[src/rtl/link_xlate.sv]
module link_xlate #(
  parameter int AW         = 32,
  parameter int LOCAL_BITS = 26,
  parameter int NWIN       = 4,
  parameter int SELW       = $clog2(2*NWIN+1)
) (
  input  logic          clk,
  input  logic          rst_n,
  input  logic          cfg_we,
  input  logic [SELW-1:0] cfg_sel,
  input  logic [AW-1:0] cfg_wdata,
  input  logic          req_valid,
  input  logic          req_inbound,
  input  logic [AW-1:0] req_addr,
  output logic          rsp_valid,
  output logic [AW-1:0] rsp_addr,
  output logic          rsp_miss
);
  localparam logic [AW-1:0] ALIGN_MASK = ~AW'(3);
  localparam logic [AW-1:0] LOCAL_MASK = {{(AW-LOCAL_BITS){1'b0}}, {LOCAL_BITS{1'b1}}};

  logic [AW-1:0] tx_base;
  logic [AW-1:0] win_size [NWIN];
  logic [AW-1:0] win_off  [NWIN];
  logic [AW:0]   win_lo   [NWIN+1];
  logic [AW-1:0] in_addr, out_addr;
  logic          in_hit;

  always_ff @(posedge clk or negedge rst_n) begin
    if (!rst_n) begin
      tx_base <= '0;
      for (int k = 0; k < NWIN; k++) begin
        win_size[k] <= '0;
        win_off[k]  <= '0;
      end
    end else if (cfg_we) begin
      if (cfg_sel == '0) tx_base <= cfg_wdata & ALIGN_MASK;
      for (int k = 0; k < NWIN; k++) begin
        if (cfg_sel == SELW'(2*k+1)) win_size[k] <= cfg_wdata & ALIGN_MASK;
        if (cfg_sel == SELW'(2*k+2)) win_off[k]  <= cfg_wdata & ALIGN_MASK;
      end
    end
  end

  always_comb begin
    win_lo[0] = '0;
    for (int k = 0; k < NWIN; k++)
      win_lo[k+1] = win_lo[k] + {1'b0, win_size[k]};
    in_hit  = 1'b0;
    in_addr = '0;
    for (int k = NWIN-1; k >= 0; k--) begin
      if ({1'b0, req_addr} >= win_lo[k] && {1'b0, req_addr} < win_lo[k+1]) begin
        in_hit  = 1'b1;
        in_addr = req_addr - win_lo[k][AW-1:0] + win_off[k];
      end
    end
  end

  assign out_addr = (req_addr & LOCAL_MASK) - tx_base;

  always_ff @(posedge clk or negedge rst_n) begin
    if (!rst_n) begin
      rsp_valid <= 1'b0;
      rsp_addr  <= '0;
      rsp_miss  <= 1'b0;
    end else begin
      rsp_valid <= req_valid;
      if (req_valid) begin
        rsp_addr <= req_inbound ? in_addr : out_addr;
        rsp_miss <= req_inbound & ~in_hit;
      end
    end
  end
endmodule

[config.mk]
export PLATFORM = sky130hd
export DESIGN_NAME = link_xlate
export DESIGN_NICKNAME = d
export VERILOG_FILES = /design/src/rtl/link_xlate.sv
export SDC_FILE = /design/constraint.sdc
export NUM_CORES = 1
export LEC_CHECK = 0
export ABC_AREA = 1
export BUFFER_PORTS_ARGS = -buffer_cell sky130_fd_sc_hd__buf_4
export CAP_MARGIN = 20
export CORE_ASPECT_RATIO = 1.2
export CORE_UTILIZATION = 55
export CTS_CLUSTER_SIZE = 12
export DETAILED_ROUTE_END_ITERATION = 6
export PLACE_DENSITY = 0.77
export SYNTH_ARGS = -nofsm -noshare
export SYNTH_HDL_FRONTEND = slang
export SYNTH_SLANG_ARGS = --single-unit
[constraint.sdc]
create_clock -name clk -period 11.9 [get_ports clk]
set_input_delay 1.785 -clock clk [delete_from_list [all_inputs] [get_ports clk]]
set_output_delay 1.785 -clock clk [all_outputs]
set_load 0.05 [all_outputs]
# [Word level (Yosys, flattened, before mapping)]
# Cells that the tools add are included.
[word_totals] rom_bits=0 latch_bits=0 inputBits=73 regBits=304 mem_bits_rw=0 mem_count=0 elab_cells=62
[classes] n_reduce_logical=13 n_addsub=11 shifts=0 n_mux=9 bitwise=2 n_div=0 eq_ne=8 multipliers=0 n_lt_le_gt_ge=7
[ops] operator="2-to-1 mux 32 bit" count=5
[ops] operator="adder 32 bit" count=4
[ops] operator="less-than comparator 32 x 33 -> 1 bit" count=3
[ops] operator="subtractor 32 bit" count=3
[ops] operator="adder 33 x 32 -> 33 bit" count=2
[ops] operator=">= comparator 32 x 33 -> 1 bit" count=2
[ops] operator="adder 32 x 32 -> 33 bit" count=1
[ops] operator=">= comparator 32 bit" count=1
[ops] operator="less-than comparator 32 bit" count=1
[ops] operator="subtractor 26 x 32 -> 32 bit" count=1
[ops] operator="AND reduction 2 bit" count=9
[ops] operator="== test 4 x 3 -> 1 bit (second input constant)" count=4
[ops] operator="== test 4 x 2 -> 1 bit (second input constant)" count=2
[ops] operator="== test 4 x 1 -> 1 bit (second input constant)" count=1
[ops] operator="== test 4 bit (second input constant)" count=1
[ops] operator="zero test 4 bit" count=1
[ops] operator="2-to-1 mux 1 bit" count=4
[ops] operator="logical AND 1 bit" count=3
[ops] operator="AND 1 bit" count=1
[ops] operator="inverter 1 bit" count=1

# [Logic depth before layout (Yosys ltp)]
# Gate-level depths: netlist of run 1.
[depth] ltp_word=11 ltp_mapped=48 mapped_depth_nobuf=47

# [Worst setup path before layout of run 1]
# No wires, ideal clock.
[synth_timing] kind="register to register" start="register win_size[98] (netlist bit)" end="register rsp_addr[0]" setup_ps=118 path_slack_ps=5578 n_path_buf=1 arrival_time_ps=6204 period_less_slack_ps=6322 stages_incl_launch_ff=42 cell_sequence="dfrtp_1 ha_1 inv_1 fa_1 nand3b_1 nand2_1 nand2_1 nand2_2 inv_1 o21bai_1 a21oi_1 o31ai_1 a21boi_0 xnor2_1 ha_1 nand2_1 nor4_1 nand3_1 [... 6 more ...] ha_1 inv_1 nor3_1 and3_1 nand2_1 o2111ai_1 xor2_1 ha_1 nand3_1 nor2_1 nand3_1 nor2_1 nor2_2 buf_4 nor3_2 nand3_1 nand3_1 nand2_1"
[synth_via] elab_chain_cells=10 elab_cells_between_ends=18 classes_between="add/sub: 3; order compare: 7; mux: 5; reduce/logical: 3"
[synth_lines] element="start: declaration" line="23" source="logic [AW-1:0] win_size [NWIN];"
[synth_lines] element="start signal: indexed assignment" line="39" source="if (cfg_sel == SELW'(2*k+1)) win_size[k] <= cfg_wdata & ALIGN_MASK;"
[synth_lines] element="adder 32 x 32 -> 33 bit" line="48" source="win_lo[k+1] = win_lo[k] + {1'b0, win_size[k]};"
[synth_lines] element="adder 33 x 32 -> 33 bit (2 in series)" line="48"
[synth_lines] element="less-than comparator 32 x 33 -> 1 bit" line="52" source="if ({1'b0, req_addr} >= win_lo[k] && {1'b0, req_addr} < win_lo[k+1]) begin"
[synth_lines] element="logical AND 1 bit" line="52"
[synth_lines] element="2-to-1 mux 32 bit (3 in series)" line="52"
[synth_lines] element="2-to-1 mux 32 bit (*)" line="52"
[synth_lines] element="2-to-1 mux 32 bit (*)" line="69" source="rsp_addr <= req_inbound ? in_addr : out_addr;"
[synth_lines] element="end signal: assignment" line="69"
[synth_lines] element="end: declaration" line="16" source="output logic [AW-1:0] rsp_addr,"
# Mark *: on every way between the ends. The rest lies on a longest branch, timed or not.
# A chain may end at the register's enable or synchronous reset.

# [Worst setup path in the final report of run 1]
[layout_timing] start="register win_size[98] (netlist bit)" end="register rsp_addr[25]"
# The elaborated chain is that of the path after synthesis.

==> metrics.log, run 1 <==
INFO  metric finalHoldWorstSlack = 0.487 ns
INFO  metric ctsResizeCount = 0
INFO  metric place_area = 31200 um^2
INFO  metric timing.final.hold_violations = 0
INFO  metric crit_path_start_kind = flip-flop
INFO  metric clock_path_buffers = 3
INFO  metric fp.dieH = approximately 260 um
INFO  metric most_common_library_cell_in_the_layout_ignoring_fill_and_taps = sky130_fd_sc_hd__nand2_1
INFO  metric detailed_place_hpwl = 75.9 mm
INFO  metric crit_fanout = 30
INFO  metric route.final.wire_length = 93.1 mm
INFO  metric global_route_wire_length_before_repair = 144 mm
INFO  metric ys.warnings.count = 0
INFO  metric clock.fmax = between 100 and 150 MHz
INFO  metric mappedNetlistNets = 4645
INFO  metric yosys_most_used_dff = sky130_fd_sc_hd__dfrtp_1
INFO  metric gr-total-overflow = 0
INFO  metric grt_setup_unrepaired = no
INFO  metric io_buffer_count = about 100
INFO  metric slowest_stage = sky130_fd_sc_hd__o31ai_1
INFO  metric hp-class = reg2reg
INFO  metric synth_seq_cells = a little over 300
INFO  metric cp_dominant_cell_by_count = sky130_fd_sc_hd__nand2_1
INFO  metric postSynth.asyncResetShare = between 90% and 100%
INFO  metric final_period_minus_worst_setup_slack = 8.49 ns
INFO  metric finalClockSkew = 0.0147 ns
INFO  metric min_period_over_period = 71.4%
INFO  metric numCtsBuffers = 37
INFO  metric floorplan.core_area = 53500 um^2
INFO  metric clkLatencyLatePin = 0.57 ns
INFO  metric final_net_count = 4712
INFO  metric wire_per_inst = roughly 19 um
INFO  metric worstPathRequired = approximately 12 ns
INFO  metric initialDrtViolationCount = 2036
INFO  metric drc = 0
INFO  metric synth_seq_area_share = 25.6%
INFO  metric final-setup-viol-count = 0
INFO  metric routed-via-count = ~28000
INFO  metric mappedNetlistArea = 29800 um^2
INFO  metric synthDistinctLibCells = 52
INFO  metric start_util = 55.6%
INFO  metric finalWeightedCongestion = 0.936
INFO  metric post_route_cells_drive_above_1_share = 5.79%
INFO  metric layout.cells.most_common_list = sky130_fd_sc_hd__nand2_1, sky130_fd_sc_hd__inv_1, sky130_fd_sc_hd__o21ai_0
INFO  metric worstSetupEndpointType = flip-flop
INFO  metric delay_contributed_by_the_slowest_stage_of_the_critical_path = 0.59 ns
INFO  metric grt_antenna_before_repair = 1
INFO  metric die_w = 214 um
INFO  metric final_cell_area = ~32000 um^2
INFO  metric tritoncts = built
INFO  metric floorplan.io_pins = 107
INFO  metric drt_first_pass_iters = 6
INFO  metric timing.max_slew.rel_slack = 24.9%
INFO  metric synth_enable_flop_cells = 0
INFO  metric die_area = 55100 um^2
INFO  metric cts.repair_timing.setup_buffer_count = 0
INFO  metric cts.root.buffer_cell = sky130_fd_sc_hd__clkbuf_16
INFO  metric synthCells = 4122
INFO  metric globalRouteTotalUtil = 33.7%
INFO  metric worstMarginPinSlew = 1.12 ns
INFO  metric post-synth-top-area-cell = sky130_fd_sc_hd__dfrtp_1
INFO  metric area_growth_syn_to_layout = 9.04%
INFO  metric postRouteAntennaNets = 0
INFO  metric synth.top_cell.area_share = 25.6%
INFO  metric floorplan.rows = 93
INFO  metric drt-vias-per-instance = 5.65
INFO  metric result_of_the_run = finished clean
INFO  metric grt_start_max_net_pins = roughly 110
INFO  metric cap_viol_max_count = 0
INFO  metric critPathKind = reg2reg
INFO  metric clock-sinks = 304
INFO  metric ctsHtreeMaxLevel = 2
INFO  metric post_synth.cell_area_avg = 7.22 um^2
INFO  metric grt_pass1_vias = roughly 28000
INFO  metric number_of_hold_repair_buffers_added_at_the_cts_stage = 0
INFO  metric final-max-slew-violation-count = 0
INFO  metric final.setup.tns = 0 ns
INFO  metric critical_path_arrival = 8.99 ns
INFO  metric synth_top_cells_by_area = sky130_fd_sc_hd__dfrtp_1, sky130_fd_sc_hd__ha_1, sky130_fd_sc_hd__nand2_1
INFO  metric clkSlewWorstSetupHoldPaths = ~0.060 ns
-- Yosys cell counts (27+ instances only) --
cell type and instances:
sky130_fd_sc_hd__nand2_1 974, sky130_fd_sc_hd__inv_1 592, sky130_fd_sc_hd__o21ai_0 441, sky130_fd_sc_hd__a21oi_1 365, sky130_fd_sc_hd__ha_1 358, sky130_fd_sc_hd__dfrtp_1 304
sky130_fd_sc_hd__nor2_1 250, sky130_fd_sc_hd__nand3_1 150, sky130_fd_sc_hd__xor2_1 115, sky130_fd_sc_hd__fa_1 92, sky130_fd_sc_hd__xnor2_1 78, sky130_fd_sc_hd__clkbuf_1 72
sky130_fd_sc_hd__nor3_1 47, sky130_fd_sc_hd__nand4_1 31, sky130_fd_sc_hd__o21bai_1 27
-- flip-flops by register name (all words and copies together) (netlist names) --
register,flops
tx_base,30
win_size,120
rsp_valid,1
rsp_addr,32
win_off,120
rsp_miss,1
-- metal layers --
metal  up-vias  GRT usage [%]  share of wire [%]
met4         0           17.0                5.3
met1     13202           41.2                 42
li1      13691              -                  -
met3       195           3.91                4.9
met5         -              0                  0
met2       740           58.5                 48
-- per-stage QoR --
stage                     utilization (%)  std cells  worst slack [ns]
after detailed placement             58.2       4860              3.71
after global routing                 60.6       4926              2.86
after floorplan                         -       4122              5.58
after CTS                            60.6       4924              3.63
after global placement               58.2       4860              3.73
final                                60.6       4927              3.41
-- critical path: cells and delay by family, from the launching register on --
kind / cells / cell delay (ns)
fa+ha+maj: 5 / 1.41
flops: 1 / 0.44
compound gates: 9 / 2.19
simple gates: 20 / 2.79
xor+xnor: 3 / 0.95
buf+inv: 5 / 0.61
-- cells by family (layout without fill, tap and decap cells) --
family,count (synthesis),after routing,share of synthesized area [%]
compound gates,978,978,17.9
flops,304,304,25.6
simple gates,1506,1506,20.7
other cells,0,1,0
buf+inv,691,783,8.91
xor+xnor,193,193,5.68
fa+ha+maj,450,450,21.2
-- cell type report --
class	instances	area, um^2
fillers	5109	21100
diodes	1	2.50
repair buffers	115	896
multi-input cells	3127	19500
clock buffers	55	1130
inverters	604	2270
flip-flops and latches	304	7610
well taps	712	891
clock inverters	9	130
-- final timing paths --
check | slack (ns) | cells past startpoint | startpoint | endpoint
worst min-delay path | 0.49 | 2 | win_off[81] | win_off[81]
worst max-delay path | 3.41 | 42 | win_size[98] | rsp_addr[25]
worst min register to register | 0.49 | 2 | win_off[81] | win_off[81]
min in group asynchronous | 1.26 | 1 | rst_n | rsp_miss
worst max register to register | 3.41 | 42 | win_size[98] | rsp_addr[25]
max in group asynchronous | 9.12 | 2 | rst_n | win_size[56]
Power of run 1 is left out: the tool's default activity adds up to more than one toggle a clock period on the data nets, which glitch-free logic cannot reach.
==> run 2, diff against run 1 <==
==> constraint.sdc (replaced) <==
create_clock -name clk -period 8.5 [get_ports clk]
set_input_delay 1.275 -clock clk [delete_from_list [all_inputs] [get_ports clk]]
set_output_delay 1.275 -clock clk [all_outputs]
set_load 0.05 [all_outputs]
==> metrics.log, run 2 (synthesized netlist as in run 1, its figures left out) <==
INFO  metric result_of_the_run = finished clean (unchanged)
INFO  metric gr-total-overflow = 0 (unchanged)
INFO  metric cap_viol_max_count = 0 (unchanged)
INFO  metric crit_path_setup_slack_layout = 0.565 ns (was 3.41 ns)
INFO  metric delay_contributed_by_the_slowest_stage_of_the_critical_path = 0.49 ns (was 0.59 ns)
INFO  metric slowest_stage = sky130_fd_sc_hd__o21bai_1 (was sky130_fd_sc_hd__o31ai_1)
INFO  metric fp.dieH = 257 um (unchanged)
INFO  metric fillers = 5110 (was 5109)
INFO  metric seq_area = 7610 um^2 (unchanged)
INFO  metric worstSetupEndpointType = flip-flop (unchanged)
INFO  metric clock.fmax = 126 MHz (was 118 MHz)
INFO  metric layout.cells.most_common_list = sky130_fd_sc_hd__nand2_1, sky130_fd_sc_hd__inv_1, sky130_fd_sc_hd__o21ai_0 (unchanged)
INFO  metric worstPathRequired = 9.01 ns (was 12.40 ns)
INFO  metric critPathKind = reg2reg (unchanged)
INFO  metric routed-via-count = 28289 (was 27828)
INFO  metric cp_dominant_cell_by_count = sky130_fd_sc_hd__nand2_1 (unchanged)
INFO  metric postRouteAntennaNets = 0 (unchanged)
INFO  metric final-max-slew-violation-count = 0 (unchanged)
INFO  metric drc = 0 (unchanged)
INFO  metric clkSlewWorstSetupHoldPaths = 0.06 ns (about the same)
INFO  metric drt-vias-per-instance = 5.73 (was 5.65)
INFO  metric clkLatencyLatePin = 0.59 ns (was 0.57 ns)
INFO  metric die_w = 214 um (unchanged)
INFO  metric wire_per_inst = 19.2 um (was 18.9 um)
INFO  metric final-setup-viol-count = 0 (unchanged)
INFO  metric timing.final.hold_violations = 0 (unchanged)
INFO  metric clock-sinks = 304 (unchanged)
INFO  metric tritoncts = built (unchanged)
INFO  metric detailed_place_hpwl = 76.1 mm (was 75.9 mm)
INFO  metric start_util = 55.6% (unchanged)
INFO  metric grt_antenna_before_repair = 0 (was 1)
INFO  metric most_common_library_cell_in_the_layout_ignoring_fill_and_taps = sky130_fd_sc_hd__nand2_1 (unchanged)
INFO  metric post_route_cells_drive_above_1_share = 6.13% (was 5.79%)
INFO  metric biggestRegsByFlops = win_off: 120 flops, win_size: 120 flops, rsp_addr: 32 flops (unchanged)
INFO  metric numCtsBuffers = 38 (was 37)
INFO  metric die_area = 55100 um^2 (unchanged)
INFO  metric worstMarginPinSlew = 1.15 ns (was 1.12 ns)
INFO  metric critical_path_arrival = 8.44 ns (was 8.99 ns)
INFO  metric io_buffer_count = 104 (unchanged)
INFO  metric grt_setup_unrepaired = no (unchanged)
INFO  metric cts.root.buffer_cell = sky130_fd_sc_hd__clkbuf_16 (unchanged)
INFO  metric crit_fanout = 30 (unchanged)
INFO  metric multi_input_comb_area = 19600 um^2 (was 19500 um^2)
INFO  metric num_antenna_cells = 0 (was 1)
INFO  metric area_growth_syn_to_layout = 9.79% (was 9.04%)
INFO  metric floorplan.io_pins = 107 (unchanged)
INFO  metric timing.max_slew.rel_slack = 22.8% (was 24.9%)
INFO  metric min_period_over_period = 93.4% (was 71.4%)
INFO  metric drt_first_pass_iters = 6 (unchanged)
INFO  metric global_route_wire_length_before_repair = 149 mm (was 144 mm)
INFO  metric route.final.wire_length = 95.0 mm (was 93.1 mm)
INFO  metric grt_start_max_net_pins = 112 (was 105)
INFO  metric final_net_count = 4720 (was 4712)
INFO  metric post-place-ws = 0.547 ns (was 3.71 ns)
INFO  metric crit_path_start_kind = flip-flop (unchanged)
INFO  metric ctsHtreeMaxLevel = 2 (unchanged)
INFO  metric grt_pass1_vias = 27698 (was 27506)
INFO  metric finalClockSkew = 0.0242 ns (was 0.0147 ns)
INFO  metric clock_path_buffers = 3 (unchanged)
INFO  metric floorplan.core_area = 53500 um^2 (unchanged)
INFO  metric hp-class = reg2reg (unchanged)
INFO  metric globalRouteTotalUtil = 34.6% (was 33.7%)
INFO  metric initialDrtViolationCount = 2299 (was 2036)
INFO  metric finalWeightedCongestion = 0.963 (was 0.936)
INFO  metric final.setup.tns = 0 ns (unchanged)
INFO  metric floorplan.rows = 93 (unchanged)
INFO  metric final_period_minus_worst_setup_slack = 7.94 ns (was 8.49 ns)
-- run 2: critical path, delay by kind of cell (launching register included) --
| kind | cells | cell delay (ns) |
|---|---|---|
| AND/OR/NAND/NOR | 16 | 1.67 |
| AO/OA/AOI/OAI | 15 | 3.17 |
| flip-flops | 1 | 0.45 |
| buffers and inverters | 3 | 0.43 |
| adder cells (fa/ha/maj) | 4 | 1.36 |
| XOR/XNOR | 3 | 0.77 |
-- run 2: layer usage --
metal	track usage [%]	up-vias	share of wire, %	wire [um]
li1	-	13705	-	-
met1	43.7	13447	41	39200
met2	59.4	902	48	45500
met3	3.39	235	5.4	5160
met4	16.8	0	5.3	5070
met5	0	-	0	0
-- run 2: per-stage QoR --
stage	cell area, um^2	utilization (%)	instances	hold slack (ns)
finish	32700	61.1	4938	0.478
global route	32700	61.1	4938	0.507
CTS	32600	60.9	4933	0.485
detailed placement	31200	58.3	4864	0.468
global placement	31200	58.3	4864	0.465
floorplan	29800	-	4122	0.453
-- run 2: layout make-up --
type | count | area share, %
tap | 712 | 2.73
inverter | 604 | 6.94
sequential | 304 | 23.3
clock inverter | 10 | 0.471
clock buffer | 59 | 3.71
timing repair buffer | 122 | 3.03
multi-input combinational | 3127 | 59.8
-- run 2: final timing paths --
path / start / endpoint / slack, ns / cells past startpoint
setup / recovery: win_size[100] / rsp_addr[25] / 0.56 / 41
hold / removal: rsp_addr[1] / rsp_addr[1] / 0.48 / 2
max in group asynchronous: rst_n / win_size[23] / 6.49 / 2
min in group asynchronous: rst_n / tx_base[5] / 0.74 / 1
setup reg to reg: win_size[100] / rsp_addr[25] / 0.56 / 41
hold reg to reg: rsp_addr[1] / rsp_addr[1] / 0.48 / 2
-- run 2: timing repair --
| action | 4_1_cts | 5_1_grt |
|---|---|---|
| setup buffers | 0 | 1 |
| hold buffers | 0 | 0 |
| setup endpoints to repair | 0 | 33 |
| gates resized for setup | 0 | 4 |
Power of run 2 is left out for the same reason.
==> run 3, diff against run 2 <==
==> constraint.sdc (replaced) <==
create_clock -name clk -period 8.5 [get_ports clk]
set_input_delay 1.7 -clock clk [delete_from_list [all_inputs] [get_ports clk]]
set_output_delay 1.7 -clock clk [all_outputs]
set_load 0.05 [all_outputs]
==> metrics.log, run 3 (synthesized netlist as in run 1, its figures left out) <==
INFO  metric crit_path_start_kind = flip-flop (unchanged)
INFO  metric routed-via-count = 28073 (was 28289)
INFO  metric route.final.wire_length = 93.6 mm (was 95.0 mm)
INFO  metric hold_start = rsp_addr[0] (was rsp_addr[1])
INFO  metric critical_path_arrival = 8.32 ns (was 8.44 ns)
INFO  metric drt_first_pass_iters = 7 (was 6)
INFO  metric number_of_hold_repair_buffers_added_at_the_cts_stage = 0 (unchanged)
INFO  metric cap_viol_max_count = 0 (unchanged)
INFO  metric slowest_stage = sky130_fd_sc_hd__dfrtp_1 (was sky130_fd_sc_hd__o21bai_1)
INFO  metric die_area = 55100 um^2 (unchanged)
INFO  metric min_period_over_period = 92.2% (was 93.4%)
INFO  metric crit_fanout = 30 (unchanged)
INFO  metric grt.busiest_layer = met2 (unchanged)
INFO  metric final-setup-viol-count = 0 (unchanged)
INFO  metric final.setup.tns = 0 ns (unchanged)
INFO  metric hp-class = reg2reg (unchanged)
INFO  metric floorplan.core_area = 53500 um^2 (unchanged)
INFO  metric global_route_wire_length_before_repair = 146 mm (was 149 mm)
INFO  metric final_net_count = 4715 (was 4720)
INFO  metric post_route_cells_drive_above_1_share = 5.90% (was 6.13%)
INFO  metric clock_path_buffers = 3 (unchanged)
INFO  metric drc = 0 (unchanged)
INFO  metric tritoncts = built (unchanged)
INFO  metric gr-total-overflow = 0 (unchanged)
INFO  metric worstPathRequired = 8.98 ns (was 9.01 ns)
INFO  metric num_antenna_cells = 0 (unchanged)
INFO  metric timing.max_slew.rel_slack = 28.5% (was 22.8%)
INFO  metric clkSlewWorstSetupHoldPaths = 0.06 ns (about the same)
INFO  metric worstMarginPinSlew = 1.07 ns (was 1.15 ns)
INFO  metric final_period_minus_worst_setup_slack = 7.84 ns (was 7.94 ns)
INFO  metric detailed_place_hpwl = 75.3 mm (was 76.1 mm)
INFO  metric ctsHtreeMaxLevel = 2 (unchanged)
INFO  metric layout.cells.most_common_list = sky130_fd_sc_hd__nand2_1, sky130_fd_sc_hd__inv_1, sky130_fd_sc_hd__o21ai_0 (unchanged)
INFO  metric fp.dieH = 257 um (unchanged)
INFO  metric drt-vias-per-instance = 5.69 (was 5.73)
INFO  metric die_w = 214 um (unchanged)
INFO  metric initialDrtViolationCount = 2053 (was 2299)
INFO  metric worstSetupEndpointType = flip-flop (unchanged)
INFO  metric biggestRegsByFlops = win_off: 120 flops, win_size: 120 flops, rsp_addr: 32 flops (unchanged)
INFO  metric grt_start_max_net_pins = 111 (was 112)
INFO  metric fillers = 5079 (was 5110)
INFO  metric globalRouteTotalUtil = 33.9% (was 34.6%)
INFO  metric regToRegStartpoint = win_size[98] (was win_size[100])
INFO  metric cp_dominant_cell_by_count = sky130_fd_sc_hd__nand2_1 (unchanged)
INFO  metric first_element_of_the_critical_path = win_size[98] (was win_size[100])
INFO  metric wire_per_inst = 19.0 um (was 19.2 um)
INFO  metric groute.layer.met3.usage = 3.74% (was 3.39%)
INFO  metric final-max-slew-violation-count = 0 (unchanged)
INFO  metric clock.fmax = 128 MHz (was 126 MHz)
INFO  metric most_common_library_cell_in_the_layout_ignoring_fill_and_taps = sky130_fd_sc_hd__nand2_1 (unchanged)
INFO  metric area_growth_syn_to_layout = 9.08% (was 9.79%)
INFO  metric critPathKind = reg2reg (unchanged)
INFO  metric clkLatencyLatePin = 0.57 ns (was 0.59 ns)
INFO  metric start_util = 55.6% (unchanged)
INFO  metric timing.final.hold_violations = 0 (unchanged)
INFO  metric io_buffer_count = 104 (unchanged)
INFO  metric floorplan.io_pins = 107 (unchanged)
INFO  metric cts.root.buffer_cell = sky130_fd_sc_hd__clkbuf_16 (unchanged)
INFO  metric floorplan.rows = 93 (unchanged)
INFO  metric finalWeightedCongestion = 0.972 (was 0.963)
INFO  metric clock-sinks = 304 (unchanged)
INFO  metric delay_contributed_by_the_slowest_stage_of_the_critical_path = 0.44 ns (was 0.49 ns)
INFO  metric finalClockSkew = 0.0161 ns (was 0.0242 ns)
INFO  metric grt_antenna_before_repair = 0 (unchanged)
INFO  metric result_of_the_run = finished clean (unchanged)
INFO  metric grt_pass1_vias = 27557 (was 27698)
INFO  metric grt.met1_usage = 42.1% (was 43.7%)
INFO  metric postRouteAntennaNets = 0 (unchanged)
INFO  metric grt_use_met2 = 57.8% (was 59.4%)
INFO  metric numCtsBuffers = 38 (unchanged)
run 3: cell types whose count changed in the layout (fill, tap and decap cells not counted), sizes merged:
cell	change
buf	-5
clkbuf	-4
clkinv	+4
bufinv	-2
inv	-1
run 3: area by class of cell:
| cell class | instances | area (um^2) | area share, % |
|---|---|---|---|
| clock buffers | 55 | 1150 | 3.54 |
| well taps | 712 | 891 | 2.74 |
| inverters | 604 | 2270 | 6.99 |
| repair buffers | 117 | 902 | 2.78 |
| multi-input cells | 3127 | 19500 | 60.2 |
| flip-flops and latches | 304 | 7610 | 23.4 |
| clock inverters | 11 | 109 | 0.335 |
run 3: critical path: cells and delay by family (launching register included):
| kind | cells | cell delay [ns] |
|---|---|---|
| simple gates | 21 | 2.60 |
| compound gates | 10 | 1.97 |
| fa+ha+maj | 5 | 1.55 |
| xor+xnor | 3 | 0.77 |
| flops | 1 | 0.44 |
| buf+inv | 3 | 0.37 |
run 3: per-layer routing:
metal  up-vias  routed length, um
li1      13708                  -
met5         -                  0
met1     13215              38700
met2       898              44500
met3       252               4900
met4         0               5500
run 3: worst paths after layout:
check                                     to  slack [ns]  cells after the start
worst max-delay path            rsp_addr[27]        0.66                     42
worst min-delay path             rsp_addr[0]        0.48                      2
worst max register to register  rsp_addr[27]        0.66                     42
worst min register to register   rsp_addr[0]        0.48                      2
max in group asynchronous        win_off[94]        5.78                      2
min in group asynchronous        rsp_addr[0]        1.17                      1
run 3: repair_timing:
| item | in CTS | in global routing |
|---|---|---|
| endpoints found under the hold margin | 0 | 0 |
| setup buffers | 0 | 0 |
| gates resized for setup | 0 | 2 |
| setup endpoints to repair | 0 | 33 |
run 3: through the flow:
step | hold slack [ns] | std cells | instance area (um^2) | util [%] | setup WS [ns]
after detailed placement | 0.467 | 4863 | 31200 | 58.3 | 0.654
after floorplan | 0.453 | 4122 | 29800 | - | 2.18
after global placement | 0.466 | 4863 | 31200 | 58.3 | 0.769
after global routing | 0.494 | 4930 | 32500 | 60.7 | -0.00469
after CTS | 0.483 | 4929 | 32400 | 60.6 | 0.556
final | 0.480 | 4930 | 32500 | 60.7 | 0.660
Power of run 3 is left out for the same reason.
